### config.mk
export PLATFORM = sky130hd
export DESIGN_NAME = dram_pwr_seq
export DESIGN_NICKNAME = d
export VERILOG_FILES = /design/src/rtl/dps_pkg.sv /design/src/rtl/dps_wake_sync.sv /design/src/rtl/dps_ref_timer.sv /design/src/rtl/dps_ctrl_fsm.sv /design/src/rtl/dram_pwr_seq.sv
export SDC_FILE = /design/constraint.sdc
export NUM_CORES = 1
export LEC_CHECK = 0
export BUFFER_PORTS_ARGS = -buffer_cell sky130_fd_sc_hd__clkbuf_2
export CAP_MARGIN = 20
export CORE_ASPECT_RATIO = 1.25
export CORE_UTILIZATION = 50
export CTS_CLUSTER_SIZE = 20
export DETAILED_ROUTE_END_ITERATION = 8
export GPL_TIMING_DRIVEN = 0
export PLACE_DENSITY_LB_ADDON = 0.25
export SETUP_SLACK_MARGIN = 0.3
export SYNTH_ARGS = -nofsm -noshare
export SYNTH_HDL_FRONTEND = slang
export SYNTH_SLANG_ARGS = --single-unit
### constraint.sdc
create_clock -name clk -period 3.6 [get_ports clk]
set_clock_uncertainty 0.1 [all_clocks]
set_input_delay 0.36 -clock clk [delete_from_list [all_inputs] [get_ports clk]]
set_output_delay 0.36 -clock clk [all_outputs]
set_load 0.005 [all_outputs]
### src/rtl/dps_pkg.sv
package dps_pkg;

  typedef enum logic [1:0] {
    LP_NONE   = 2'd0,
    LP_PRE_PD = 2'd1,
    LP_ACT_PD = 2'd2,
    LP_SELF   = 2'd3
  } lp_mode_e;

  typedef enum logic [1:0] {
    ST_RUN  = 2'd0,
    ST_WAIT = 2'd1,
    ST_PD   = 2'd2,
    ST_SR   = 2'd3
  } seq_state_e;

endpackage

### src/rtl/dps_wake_sync.sv
module dps_wake_sync #(
  parameter int STAGES = 2
) (
  input  logic clk,
  input  logic rst,
  input  logic d_async,
  output logic q_sync
);

  logic [STAGES-1:0] sh_q;

  generate
    if (STAGES == 1) begin : g_one
      always_ff @(posedge clk) begin
        if (rst) sh_q <= '0;
        else     sh_q <= d_async;
      end
    end else begin : g_many
      always_ff @(posedge clk) begin
        if (rst) sh_q <= '0;
        else     sh_q <= {sh_q[STAGES-2:0], d_async};
      end
    end
  endgenerate

  assign q_sync = sh_q[STAGES-1];

endmodule

### src/rtl/dps_ref_timer.sv
module dps_ref_timer #(
  parameter int REF_INTERVAL = 1302,
  parameter int MAX_POSTPONE = 8,
  localparam int TMR_W  = $clog2(REF_INTERVAL),
  localparam int OWED_W = $clog2(MAX_POSTPONE + 2)
) (
  input  logic              clk,
  input  logic              rst,
  input  logic              hold,
  input  logic              ref_done,
  output logic [OWED_W-1:0] owed
);

  localparam logic [TMR_W-1:0]  TMR_LAST = TMR_W'(REF_INTERVAL - 1);
  localparam logic [OWED_W-1:0] OWED_CAP = OWED_W'(MAX_POSTPONE + 1);

  logic [TMR_W-1:0]  tmr_q;
  logic [OWED_W-1:0] owed_q;
  logic              tick;

  assign tick = (tmr_q == TMR_LAST);

  always_ff @(posedge clk) begin
    if (rst || hold) begin
      tmr_q  <= '0;
      owed_q <= '0;
    end else begin
      tmr_q <= tick ? '0 : tmr_q + 1'b1;
      case ({tick, ref_done})
        2'b10:   if (owed_q < OWED_CAP) owed_q <= owed_q + 1'b1;
        2'b01:   owed_q <= owed_q - 1'b1;
        default: owed_q <= owed_q;
      endcase
    end
  end

  assign owed = owed_q;

  // parking the timer clears the debt
  p_sr_clear_r9: assert property (@(posedge clk) disable iff (rst)
    hold |=> (owed_q == '0));

  // a paid refresh never underflows the debt
  p_no_underflow_r1: assert property (@(posedge clk) disable iff (rst)
    (ref_done && !hold) |-> (owed_q != '0));

endmodule

### src/rtl/dps_ctrl_fsm.sv
module dps_ctrl_fsm
  import dps_pkg::*;
#(
  parameter int NBANK        = 4,
  parameter int MAX_POSTPONE = 8,
  localparam int OWED_W      = $clog2(MAX_POSTPONE + 2)
) (
  input  logic              clk,
  input  logic              rst,
  input  logic [NBANK-1:0]  bank_open,
  input  logic              host_busy,
  input  logic              burst_pending,
  input  logic              pd_req,
  input  logic              sr_req,
  input  logic              wake,
  input  logic [OWED_W-1:0] owed,
  output logic              issue_ref,
  output logic              ref_q,
  output logic              pcall_q,
  output logic              cke_q,
  output logic [1:0]        lp_q,
  output logic              in_sr
);

  localparam logic [OWED_W-1:0] OWED_FORCE = OWED_W'(MAX_POSTPONE);

  seq_state_e st_q, st_d;
  lp_mode_e   lp_r, lp_d;
  logic       cke_d, issue_pc;
  logic       any_open, due, forced, go_ref;

  assign any_open = |bank_open;
  assign due      = (owed != '0);
  assign forced   = (owed >= OWED_FORCE);
  assign go_ref   = due && !burst_pending && (!host_busy || forced);

  always_comb begin
    st_d      = st_q;
    lp_d      = lp_r;
    cke_d     = cke_q;
    issue_ref = 1'b0;
    issue_pc  = 1'b0;
    case (st_q)
      ST_RUN: begin
        if (go_ref) begin
          if (any_open) begin
            issue_pc = 1'b1;
            st_d     = ST_WAIT;
          end else begin
            issue_ref = 1'b1;
          end
        end else if (sr_req && !any_open && !burst_pending && !wake) begin
          st_d  = ST_SR;
          cke_d = 1'b0;
          lp_d  = LP_SELF;
        end else if (pd_req && !burst_pending && !due) begin
          st_d  = ST_PD;
          cke_d = 1'b0;
          lp_d  = any_open ? LP_ACT_PD : LP_PRE_PD;
        end
      end
      ST_WAIT: begin
        if (!any_open) begin
          issue_ref = 1'b1;
          st_d      = ST_RUN;
        end
      end
      ST_PD: begin
        if (!pd_req || burst_pending || due) begin
          st_d  = ST_RUN;
          cke_d = 1'b1;
          lp_d  = LP_NONE;
        end
      end
      default: begin
        if (wake) begin
          st_d  = ST_RUN;
          cke_d = 1'b1;
          lp_d  = LP_NONE;
        end
      end
    endcase
  end

  always_ff @(posedge clk) begin
    if (rst) begin
      st_q    <= ST_RUN;
      lp_r    <= LP_NONE;
      cke_q   <= 1'b1;
      ref_q   <= 1'b0;
      pcall_q <= 1'b0;
    end else begin
      st_q    <= st_d;
      lp_r    <= lp_d;
      cke_q   <= cke_d;
      ref_q   <= issue_ref;
      pcall_q <= issue_pc;
    end
  end

  assign lp_q  = lp_r;
  assign in_sr = (st_q == ST_SR);

  // clock enable stays high after a burst is seen
  p_cke_burst_r4: assert property (@(posedge clk) disable iff (rst)
    (burst_pending && st_q != ST_SR) |=> cke_q);

  // no refresh straight after an open bank was seen
  p_ref_idle_r2: assert property (@(posedge clk) disable iff (rst)
    (|bank_open) |=> !ref_q);

  // the two command pulses are exclusive
  p_cmd_excl_r2: assert property (@(posedge clk) disable iff (rst)
    !(ref_q && pcall_q));

  // self refresh only begins from an all-idle sample
  p_sr_idle_r7: assert property (@(posedge clk) disable iff (rst)
    $rose(lp_r == LP_SELF) |-> ($past(bank_open) == '0));

  // at the postponement limit a refresh step is taken
  p_force_r3: assert property (@(posedge clk) disable iff (rst)
    (owed == OWED_FORCE && st_q == ST_RUN && !burst_pending) |=> (ref_q || pcall_q));

  // a low clock enable always has a low-power mode behind it
  p_lowmode_r5: assert property (@(posedge clk) disable iff (rst)
    !cke_q |-> (lp_r != LP_NONE));

endmodule

### src/rtl/dram_pwr_seq.sv
module dram_pwr_seq #(
  parameter int NBANK        = 4,
  parameter int REF_INTERVAL = 1302,
  parameter int MAX_POSTPONE = 8,
  parameter int SYNC_STAGES  = 2,
  localparam int OWED_W      = $clog2(MAX_POSTPONE + 2)
) (
  input  logic             clk,
  input  logic             rst,
  input  logic [NBANK-1:0] bank_open,
  input  logic             host_busy,
  input  logic             burst_pending,
  input  logic             pd_req,
  input  logic             sr_req,
  input  logic             sr_wake_async,
  output logic             ref_req,
  output logic             pcall_req,
  output logic             cke,
  output logic [1:0]       lp_mode
);

  logic              wake_s;
  logic              issue_ref;
  logic              in_sr;
  logic              cke_q;
  logic [OWED_W-1:0] owed;

  dps_wake_sync #(.STAGES(SYNC_STAGES)) u_sync (
    .clk     (clk),
    .rst     (rst),
    .d_async (sr_wake_async),
    .q_sync  (wake_s)
  );

  dps_ref_timer #(
    .REF_INTERVAL (REF_INTERVAL),
    .MAX_POSTPONE (MAX_POSTPONE)
  ) u_timer (
    .clk      (clk),
    .rst      (rst),
    .hold     (in_sr),
    .ref_done (issue_ref),
    .owed     (owed)
  );

  dps_ctrl_fsm #(
    .NBANK        (NBANK),
    .MAX_POSTPONE (MAX_POSTPONE)
  ) u_fsm (
    .clk           (clk),
    .rst           (rst),
    .bank_open     (bank_open),
    .host_busy     (host_busy),
    .burst_pending (burst_pending),
    .pd_req        (pd_req),
    .sr_req        (sr_req),
    .wake          (wake_s),
    .owed          (owed),
    .issue_ref     (issue_ref),
    .ref_q         (ref_req),
    .pcall_q       (pcall_req),
    .cke_q         (cke_q),
    .lp_q          (lp_mode),
    .in_sr         (in_sr)
  );

  // self-refresh exit does not wait for a clock edge
  assign cke = cke_q | (in_sr & sr_wake_async);

endmodule

# == Word-level counts from Yosys, hierarchy flattened ==
# Index checks and enable logic that the tools add are counted.
# word_totals
ff_bits,24
output_inout_bits,5
in_bits,11
# classes
eq_ne,13
n_mux,25
addsub,3
reduce_logical,28
magnitude_cmp,2
n_bitwise,5
# ops
op,n
2-bit two-way mux,11
2-bit case mux with 3 select lines,2
11-bit by 1-bit adder with 11-bit output (second input constant),1
11-bit equality test (second input constant),1
5-bit AND reduction,2
1-bit two-way mux,8
4-bit case mux with 2 select lines,1
4-bit nonzero test,2
1-bit logical AND,7
2-bit equality test (second input constant),3
1-bit logical NOT,6
4-bit by 1-bit adder with 4-bit output (second input constant),1
2-bit by 1-bit equality test with 1-bit output (second input constant),2
4-bit >= comparator (second input constant),1
1-bit logical OR,4
4-bit less-than comparator (second input constant),1
4-bit two-way mux,1
2-bit by 1-bit != test with 1-bit output (second input constant),2
2-bit != test (second input constant),2
4-bit by 1-bit != test with 1-bit output (second input constant),1
4-bit OR reduction,1
4-bit by 1-bit subtractor with 4-bit output (second input constant),1
3-bit by 1-bit != test with 1-bit output (second input constant),1
3-bit by 2-bit != test with 1-bit output (second input constant),1
other kinds (11),13

# == Logic depth before layout (Yosys ltp) ==
# Gate-level depths: netlist (run 1).
# logic_depth
word_depth,8
depth_mapped,13
ltp_nobuf,12

# == Cells and area by module ==
# A second synthesis (run 1) with hierarchy kept.
# hier_totals
cells_unflattened,138
area_unflattened_um2,1311.3
# by_module_without_submodules
module,cells_each,instances,area_per_inst_um2
dps_ref_timer,79,1,757.0
dps_ctrl_fsm,54,1,494.2
dps_wake_sync,4,1,52.6
dram_pwr_seq,1,1,7.5

# == Worst setup path before layout (run 1) ==
# OpenSTA, ideal clock, no wires.
# synth_path
path_type,flip-flop to flip-flop
start,register u_timer.tmr_q[7]
end,"register u_timer.owed_q[3], in the netlist u_timer.owed[3]"
slack_ns,0.783
required_time_ns,3.414
arrival_ns,2.631
path_stages_with_launch,12
path_cell_list,dfxtp_1 -> or4b_1 -> or4_1 -> buf_6 -> nand3_4 -> inv_4 -> ha_1 -> a21o_1 -> a21oi_1 -> a2111oi_0 -> a21o_1 -> a211oi_1
# synth_via
elab_chain_cells,4
word_cells_on_any_way,7
# synth_lines
item,line_no,text
"start, declared",dps_ref_timer.sv:17,logic [TMR_W-1:0] tmr_q;
"start signal, assigned",dps_ref_timer.sv:28,tmr_q <= tick ? '0 : tmr_q + 1'b1;
11-bit equality test *,dps_ref_timer.sv:21,assign tick = (tmr_q == TMR_LAST);
2-bit equality test or 2-bit by 1-bit equality test with 1-bit output (tied branches),dps_ref_timer.sv:29,"case ({tick, ref_done})"
2-bit by 1-bit != test with 1-bit output (no line) or 2-bit nonzero test (tied branches),--,
2-bit AND reduction (no line),--,
"end signal, assigned",dps_ref_timer.sv:30,2'b10: if (owed_q < OWED_CAP) owed_q <= owed_q + 1'b1;
"end signal, assigned",dps_ref_timer.sv:31,2'b01: owed_q <= owed_q - 1'b1;
"end signal, assigned",dps_ref_timer.sv:32,default: owed_q <= owed_q;
"end, declared",dps_ref_timer.sv:18,logic [OWED_W-1:0] owed_q;
# Mark *: on every way between the ends. The rest lies on a longest branch, timed or not.
# A chain may end at the register's enable or synchronous reset.

# == Worst setup path in the final report (run 1) ==
# layout_path
start,register u_fsm.st_q[0]
end,"register u_timer.owed_q[3], in the netlist u_timer.owed[3]"
# layout_via
elab_chain_cells,5
word_cells_on_any_way,11
# layout_lines
item,line_no,text
"start, declared",dps_ctrl_fsm.sv:27,"seq_state_e st_q, st_d;"
"start signal, assigned",dps_ctrl_fsm.sv:93,st_q <= st_d;
2-bit by 1-bit equality test with 1-bit output or 2-bit logical NOT (tied branches),dps_ctrl_fsm.sv:43,case (st_q)
1-bit case mux with 2 select lines,dps_ctrl_fsm.sv:43,
2-bit equality test or 2-bit by 1-bit equality test with 1-bit output (tied branches),dps_ref_timer.sv:29,
2-bit by 1-bit != test with 1-bit output (no line) or 2-bit nonzero test (tied branches),--,
2-bit AND reduction (no line),--,
# Several ways; a longest one is shown, not always the timed one.

==> impl_metrics.ini, run 1 <==
[floorplanning]
io_pins = 16
die_area_um2 = 2800
core_um2 = 2450
start_util = 0.528
die_y_um = 58.9
num_rows = 20
die_w_um = 47.5

[global_routing]
first_global_vias = 986
met3_usage = 0.0368
grt_usage = 0.197
globalRouteOverflowTotal = 0
grt_pass1_wl_um = 3970
grt_use_met1 = 0.213
antenna_found_initial = 0
grt_max_degree = 15
gr-max-usage-layer = met2
met2_usage = 0.366

[logic_synthesis]
synthCells = 146
synth_seq_cells = 24
syn-cell-area_um2 = 1290
synth_cell_types = 41
synth_top_area_share = 0.371
synth_area_leaders = dfxtp_1 (37%), ha_1 (7.7%), nor2_1 (5.8%)
async_flop_share = 0
yosysSeqAreaShare = 0.371
synth_edf_count = 0
syn-mean-instance-area_um2 = 8.87
synthFlopType = dfxtp_1
synth_nets = 166
synth_top_cell_by_area = dfxtp_1
yosysWarnings = 0

[routing]
drt_iter0_markers = 7
vias = 1082
drcViolationCount = 0
dr.pass1.iters = 4
wl_per_cell_um = 12.6
postRouteAntennaNets = 0
viasPerCell = 5.46
drt_wl_total_um = 2500

[clock_network]
cts_buffers = 3
cts_max_level = 1
clockBufferDepth = 2
clkTransAtPathRegs_ns = 0.13
clock_sinks = 24
cts.repair.resized = 0
cts_setup_buffers = 0
root_buffer = clkbuf_4
tritoncts = yes
hold_buffers = 0
clk_latency_ns = 0.32

[cells_and_area]
layout_common_cells = dfxtp_1 (24), nor2_1 (20), clkbuf_2 (15)
final_common_cell = dfxtp_1
layout-drive-gt1-share = 0.182
fin_nets = 186
n_fill_cell = 234
antenna_cells = 0
area_delta_synth_final_pct = 13.0

[worst_setup_path]
path_cells = inv_1 -> ha_1 -> nor3b_1 -> a211o_1 -> nand3_4 -> inv_4 -> ha_1 -> a21o_1 -> a21oi_1 -> a2111oi_0 -> a21o_1 -> a211oi_1
path_class = reg -> reg
cp.arrival_ns = 3.20
r2r-start = u_fsm.st_q[0]
cp_slowest_cell = dfxtp_1
worst_setup_path_start_kind = flop
critPathCaptureType = flop
reg2reg_depth = 12
cp_max_fo = 8
r2r_slack_ns = 0.53
worstReg2RegEnd = u_timer.owed[3]
cp.required_ns = 3.73
slowest_delay_ns = 0.44

[hold_path]
hp-class = in -> reg
holdPathEnd = u_sync.sh_q[0]
hold_depth = 2
min_from = sr_wake_async

[timing]
fmax_ghz = 0.326
slew_headroom = 0.418
period_share = 0.853
setup_viol = 0
slew_violations = 0
hold_viol = 0
worstMarginPinSlew_ns = 0.866
rsz0062_at_grt = no
holdWs_ns = 0.183
setup_slack_ns = 0.530
setup_tns_ns = 0
finalCriticalPeriod_ns = 3.07

[power]
clock_power_share = 0.288
p_int_mw = 0.472
power_switching_mw = 0.198
p_per_area_nw_per_um2 = 458
power.leakage_nw = 0.602
ir_drop_mv = 0.286
seqPwrFrac = 0.461
combPwrFrac = 0.251
power_mw = 0.670
swShare = 0.296

[place]
port_buffers = 15
place_congestion = 0.773
dpl.hpwl_um = 1940
dp_slack_ns = 0.587

[run]
drv_cap = 0

[outcome]
outcome = completed
## layer usage
metal	vias to the layer above	wire length [um]
met4	0	33
met2	13	1330
met3	5	53
met5	-	0
li1	561	-
met1	503	1080
## cells in the mapped netlist, types with 2 or more instances
cell	count
a2111oi_0	2
a211o_1	2
a21o_1	3
a21oi_1	5
and3_1	2
dfxtp_1	24
ha_1	8
inv_1	9
nand2_1	8
nand3_1	7
nand4_1	3
nor2_1	20
nor2b_1	4
nor3_1	8
nor3b_1	2
o21ai_0	3
or2_2	3
or4_1	2
xnor2_1	6
xor2_1	4
## state kept, by name, summed over array words and instances (netlist names)
name	flops
u_fsm.cke_q	1
u_fsm.lp_q	2
u_fsm.pcall_q	1
u_fsm.ref_q	1
u_fsm.st_q	2
u_sync.sh_q	2
u_timer.owed	4
u_timer.tmr_q	11
## per-stage QoR
stage,cell area [um^2],std cells,utilization
6_report,1460,198,0.597
5_1_grt,1460,198,0.597
4_1_cts,1460,198,0.597
3_5_place_dp,1410,194,0.576
3_3_place_gp,1410,194,0.576
2_1_floorplan,1290,146,-
## cells by family (layout without fill, tap and decap cells)
family | count (synthesis) | after routing | synth area share
simple gates | 66 | 66 | 0.274
compound gates | 26 | 26 | 0.155
fa+ha+maj | 9 | 9 | 0.0928
xor+xnor | 10 | 10 | 0.0676
buf+inv | 11 | 30 | 0.0396
flops | 24 | 24 | 0.371
## area by class of cell
type                    instances  area [um^2]  share of cell area
multi-input cells             111          763               0.521
flip-flops and latches         24          480               0.328
repair buffers                 15         75.1              0.0513
well taps                      33         41.3              0.0282
inverters                      10         40.0              0.0274
clock inverters                 1         30.0              0.0205
clock buffers                   3         22.5              0.0154
plain buffers                   1         11.3             0.00769
## critical path, delay by kind of cell, from the launching register on
kind            cells  cell delay (ns)
compound gates      6             1.37
fa+ha+maj           2             0.57
flops               1             0.44
simple gates        2             0.35
buf+inv             2             0.15
## worst max path at each step
stage                                 from              end  slack, ns
final                        u_fsm.st_q[0]  u_timer.owed[3]       0.53
after global routing         u_fsm.st_q[0]  u_timer.owed[3]       0.31
after CTS                    u_fsm.st_q[0]  u_timer.owed[3]       0.53
after detailed placement     u_fsm.st_q[0]  u_timer.owed[3]       0.59
after global placement    u_timer.tmr_q[7]  u_timer.owed[3]       0.62
after floorplan           u_timer.tmr_q[7]  u_timer.owed[3]       0.78
## power by group through the flow
| stage | logic, mW | registers (mW) | clock network, mW |
|---|---|---|---|
| CTS | 0.167 | 0.309 | 0.202 |
| global route | 0.188 | 0.312 | 0.209 |
| finish | 0.168 | 0.309 | 0.193 |
| global placement | 0.158 | 0.313 | 0 |
| floorplan | 0.122 | 0.310 | 0 |
| detailed placement | 0.166 | 0.315 | 0 |
No activity file was read; power rests on OpenSTA's default activity.
==> run 2: changes to the inputs <==
CORE_UTILIZATION = 56   (was 50)
==> impl_metrics.ini, run 2 (synthesized netlist as in run 1, its figures left out) <==
[outcome]
outcome = completed

[clock_network]
clkTransAtPathRegs_ns = 0.12
clock_sinks = 24
clk_latency_ns = 0.32
clockBufferDepth = 2
tritoncts = yes
root_buffer = clkbuf_4
cts_max_level = 1
cts_buffers = 3
cts.repair.resized = 0

[cells_and_area]
layout-drive-gt1-share = 0.187
layout_common_cells = dfxtp_1 (24), nor2_1 (20), clkbuf_2 (15)
antenna_cells = 0
final_common_cell = dfxtp_1
regMostFlops = u_timer.tmr_q
area_delta_synth_final_pct = 13.4
largest_reg_flops = 11
instances_no_fill = 197
fin_nets = 187

[place]
placedCellCount = 192
dp_slack_ns = 0.556
dpl.hpwl_um = 1950
place_congestion = 0.765
port_buffers = 15

[floorplanning]
core_um2 = 2190
die_y_um = 55.8
io_pins = 16
num_rows = 19
start_util = 0.592
die_area_um2 = 2510
die_w_um = 45.0

[power]
p_per_area_nw_per_um2 = 456
combPwrFrac = 0.252
power.leakage_nw = 0.607
power_switching_mw = 0.195
seqPwrFrac = 0.462
ir_drop_mv = 0.377
power_mw = 0.670
p_int_mw = 0.475
clock_power_share = 0.287
swShare = 0.291

[routing]
postRouteAntennaNets = 0
viasPerCell = 5.61
dr.pass1.iters = 4
drcViolationCount = 0
vias = 1106
drt_iter0_markers = 19
drt_wl_total_um = 2520
wl_per_cell_um = 12.8

[run]
drv_cap = 0

[timing]
holdWs_ns = 0.175
period_share = 0.853
slew_headroom = 0.410
fmax_ghz = 0.325
setup_slack_ns = 0.527
rsz0062_at_grt = no
hold_viol = 0
setup_viol = 0
finalCriticalPeriod_ns = 3.07
slew_violations = 0
setup_tns_ns = 0
worstMarginPinSlew_ns = 0.878

[hold_path]
hp-class = in -> reg
hold_depth = 2
min_from = sr_wake_async
holdPathEnd = u_sync.sh_q[0]

[worst_setup_path]
r2r_slack_ns = 0.53
cp.arrival_ns = 3.20
cp_max_fo = 7
cp.required_ns = 3.73
path_class = reg -> reg
path_cells = or4b_1 -> or4_1 -> buf_6 -> nand3_4 -> inv_4 -> ha_1 -> a21o_1 -> a21oi_1 -> a2111oi_0 -> a21o_1 -> a211oi_1
cp_slowest_cell = or4b_1
critPathCaptureType = flop
worstReg2RegEnd = u_timer.owed[3]
slowest_delay_ns = 0.52
worst_setup_path_start_kind = flop
reg2reg_depth = 11
path_common_cell = a21o_1
r2r-start = u_timer.tmr_q[7]

[global_routing]
antenna_found_initial = 0
grt_use_met1 = 0.276
met3_usage = 0.0292
grt_usage = 0.237
globalRouteOverflowTotal = 0
gr-max-usage-layer = met2
grt_max_degree = 15
first_global_vias = 1092
met2_usage = 0.410
grt_pass1_wl_um = 4530
[run 2: timing repair]
| action | in CTS | in global routing |
|---|---|---|
| setup buffers | 0 | 1 |
| setup endpoints to repair | 0 | 1 |
| hold buffers | 0 | 0 |
[run 2: cell type report]
type | count | area (um^2)
buffer | 1 | 11.3
clock buffer | 3 | 22.5
clock inverter | 1 | 30.0
fill | 196 | 718
inverter | 10 | 40.0
multi-input combinational | 111 | 763
sequential | 24 | 480
tap | 31 | 38.8
timing repair buffer | 16 | 82.6
[run 2: worst max path at each step]
| stage | from | depth (start not counted) | endpoint | slack [ns] |
|---|---|---|---|---|
| after detailed placement | u_timer.tmr_q[7] | 11 | u_timer.owed[3] | 0.56 |
| after CTS | u_timer.tmr_q[7] | 11 | u_timer.owed[3] | 0.52 |
| after global routing | u_timer.tmr_q[6] | 11 | u_timer.owed[3] | 0.36 |
| after floorplan | u_timer.tmr_q[7] | 11 | u_timer.owed[3] | 0.78 |
| after global placement | u_timer.tmr_q[7] | 11 | u_timer.owed[3] | 0.64 |
| final | u_timer.tmr_q[7] | 11 | u_timer.owed[3] | 0.53 |
[run 2: power groups by stage]
stage                     Clock (mW)  Sequential [mW]  Combinational, mW
after detailed placement           0            0.316              0.164
after global placement             0            0.314              0.158
after CTS                      0.197            0.309              0.164
after global routing           0.208            0.313              0.193
after floorplan                    0            0.310              0.122
final                          0.192            0.309              0.169
[run 2: critical path, delay by kind of cell (launching register included)]
| kind | cells | cell delay, ns |
|---|---|---|
| flops | 1 | 0.36 |
| buf+inv | 2 | 0.22 |
| compound gates | 5 | 1.00 |
| simple gates | 3 | 1.03 |
| fa+ha+maj | 1 | 0.27 |
[run 2: through the flow]
step | cell area [um^2] | utilization
global placement | 1410 | 0.644
detailed placement | 1410 | 0.644
global route | 1470 | 0.672
finish | 1470 | 0.672
CTS | 1460 | 0.668
floorplan | 1290 | -
[run 2: metal layers]
metal / routed length, um / vias up
li1: - / 564
met1: 1040 / 522
met2: 1370 / 16
met3: 63 / 4
met4: 40 / 0
met5: 0 / -
==> run 3: changes to the inputs <==
REMOVE_ABC_BUFFERS = 1   (was unset)
==> impl_metrics.ini, run 3 (synthesized netlist as in run 1, its figures left out) <==
[cells_and_area]
area_delta_synth_final_pct = 12.3
regMostFlops = u_timer.tmr_q
fin_nets = 185
antenna_cells = 0
layout-drive-gt1-share = 0.183
multiInputGateArea_um2 = 767
final-seq-area_um2 = 480
largest_reg_flops = 11
n_fill_cell = 198
layout_common_cells = dfxtp_1 (24), nor2_1 (20), clkbuf_2 (15)
final_common_cell = dfxtp_1

[hold_path]
hp-class = in -> reg
min_from = sr_wake_async
hold_depth = 2
holdPathEnd = u_sync.sh_q[0]

[worst_setup_path]
worstReg2RegEnd = u_timer.owed[3]
worst_setup_path_start_kind = flop
critPathCaptureType = flop
reg2reg_depth = 12
cp_max_fo = 8
r2r-start = u_fsm.st_q[0]
path_class = reg -> reg
r2r_slack_ns = 0.57
cp.required_ns = 3.74
cp.arrival_ns = 3.17
crit_start = u_fsm.st_q[0]

[power]
power.leakage_nw = 0.597
power_mw = 0.671
ir_drop_mv = 0.388
p_per_area_nw_per_um2 = 461

[global_routing]
grt_usage = 0.236
grt_max_degree = 15
met2_usage = 0.427
grt_pass1_wl_um = 4480
gr-max-usage-layer = met2
globalRouteOverflowTotal = 0
first_global_vias = 1131
antenna_found_initial = 0
grt_use_met1 = 0.253
met3_usage = 0.0357

[routing]
dr.pass1.iters = 4
drt_wl_total_um = 2550
drcViolationCount = 0
vias = 1110
drt_iter0_markers = 26
postRouteAntennaNets = 0
viasPerCell = 5.69
wl_per_cell_um = 13.1

[timing]
setup_viol = 0
worstMarginPinSlew_ns = 0.872
rsz0062_at_grt = no
slew_violations = 0
finalCriticalPeriod_ns = 3.03
setup_tns_ns = 0
fmax_ghz = 0.330
period_share = 0.842
slew_headroom = 0.414
hold_viol = 0

[place]
dpl.hpwl_um = 2020
place_congestion = 0.763
port_buffers = 15

[run]
drv_cap = 0

[clock_network]
tritoncts = yes
clk_latency_ns = 0.32
cts_buffers = 3
clockBufferDepth = 2
clock_sinks = 24
cts_max_level = 1
clkTransAtPathRegs_ns = 0.13
hold_buffers = 0
root_buffer = clkbuf_4

[floorplanning]
io_pins = 16
die_area_um2 = 2510
core_um2 = 2190
die_w_um = 45.0
die_y_um = 55.8
num_rows = 19
start_util = 0.592

[outcome]
outcome = completed
==> run 3: cell count changes in the layout (fill, tap and decap cells not counted), sizes merged <==
cell	delta
buf	-2
==> run 3: cell type report <==
class | instances | share of cell area
Inverter | 10 | 0.0275
Timing Repair Buffer | 15 | 0.0516
Multi-Input combinational cell | 111 | 0.528
Clock buffer | 3 | 0.0155
Tap cell | 31 | 0.0267
Clock inverter | 1 | 0.0207
Sequential cell | 24 | 0.330
==> run 3: routing by layer <==
metal	wire length [um]	part of all wire
met1	1030	0.40
met2	1410	0.55
met3	56	0.022
met4	51	0.020
met5	0	0
==> run 3: how the worst max path moves through the flow <==
stage / to / slack, ns
floorplan: u_timer.owed[3] / 0.75
global route: u_timer.owed[3] / 0.37
global placement: u_timer.owed[3] / 0.60
finish: u_timer.owed[3] / 0.57
detailed placement: u_timer.owed[3] / 0.51
CTS: u_timer.owed[3] / 0.45
==> run 3: power breakdown <==
| group | switching, mW | leakage [nW] | internal [mW] |
|---|---|---|---|
| Sequential | 0.0206 | 0.195 | 0.288 |
| Combinational | 0.0963 | 0.374 | 0.0722 |
| Clock | 0.0813 | 0.0279 | 0.113 |
| Total | 0.198 | 0.597 | 0.473 |
==> run 3: what timing repair did <==
item,in CTS,in global routing
gates resized for setup,0,1
setup buffers,0,0
endpoints found under the setup margin,0,1
==> run 3: metrics by stage <==
step | setup slack (ns) | cell area [um^2] | hold slack [ns] | utilization | cells
3_5_place_dp | 0.506 | 1400 | 0.352 | 0.639 | 191
2_1_floorplan | 0.755 | 1280 | 0.314 | - | 145
3_3_place_gp | 0.601 | 1400 | 0.321 | 0.639 | 191
4_1_cts | 0.451 | 1450 | 0.157 | 0.663 | 195
6_report | 0.570 | 1450 | 0.157 | 0.665 | 195
5_1_grt | 0.365 | 1450 | 0.151 | 0.665 | 195
==> run 3: worst max-delay path: stages, from the launching register on <==
cell	delay [ns]
dfxtp_1	0.38
inv_1	0.10
ha_1	0.30
nor3b_1	0.32
a211o_1	0.30
nand3_4	0.14
inv_4	0.14
ha_1	0.23
a21o_1	0.19
a21oi_2	0.20
a2111oi_0	0.10
a21o_1	0.21
a211oi_1	0.22
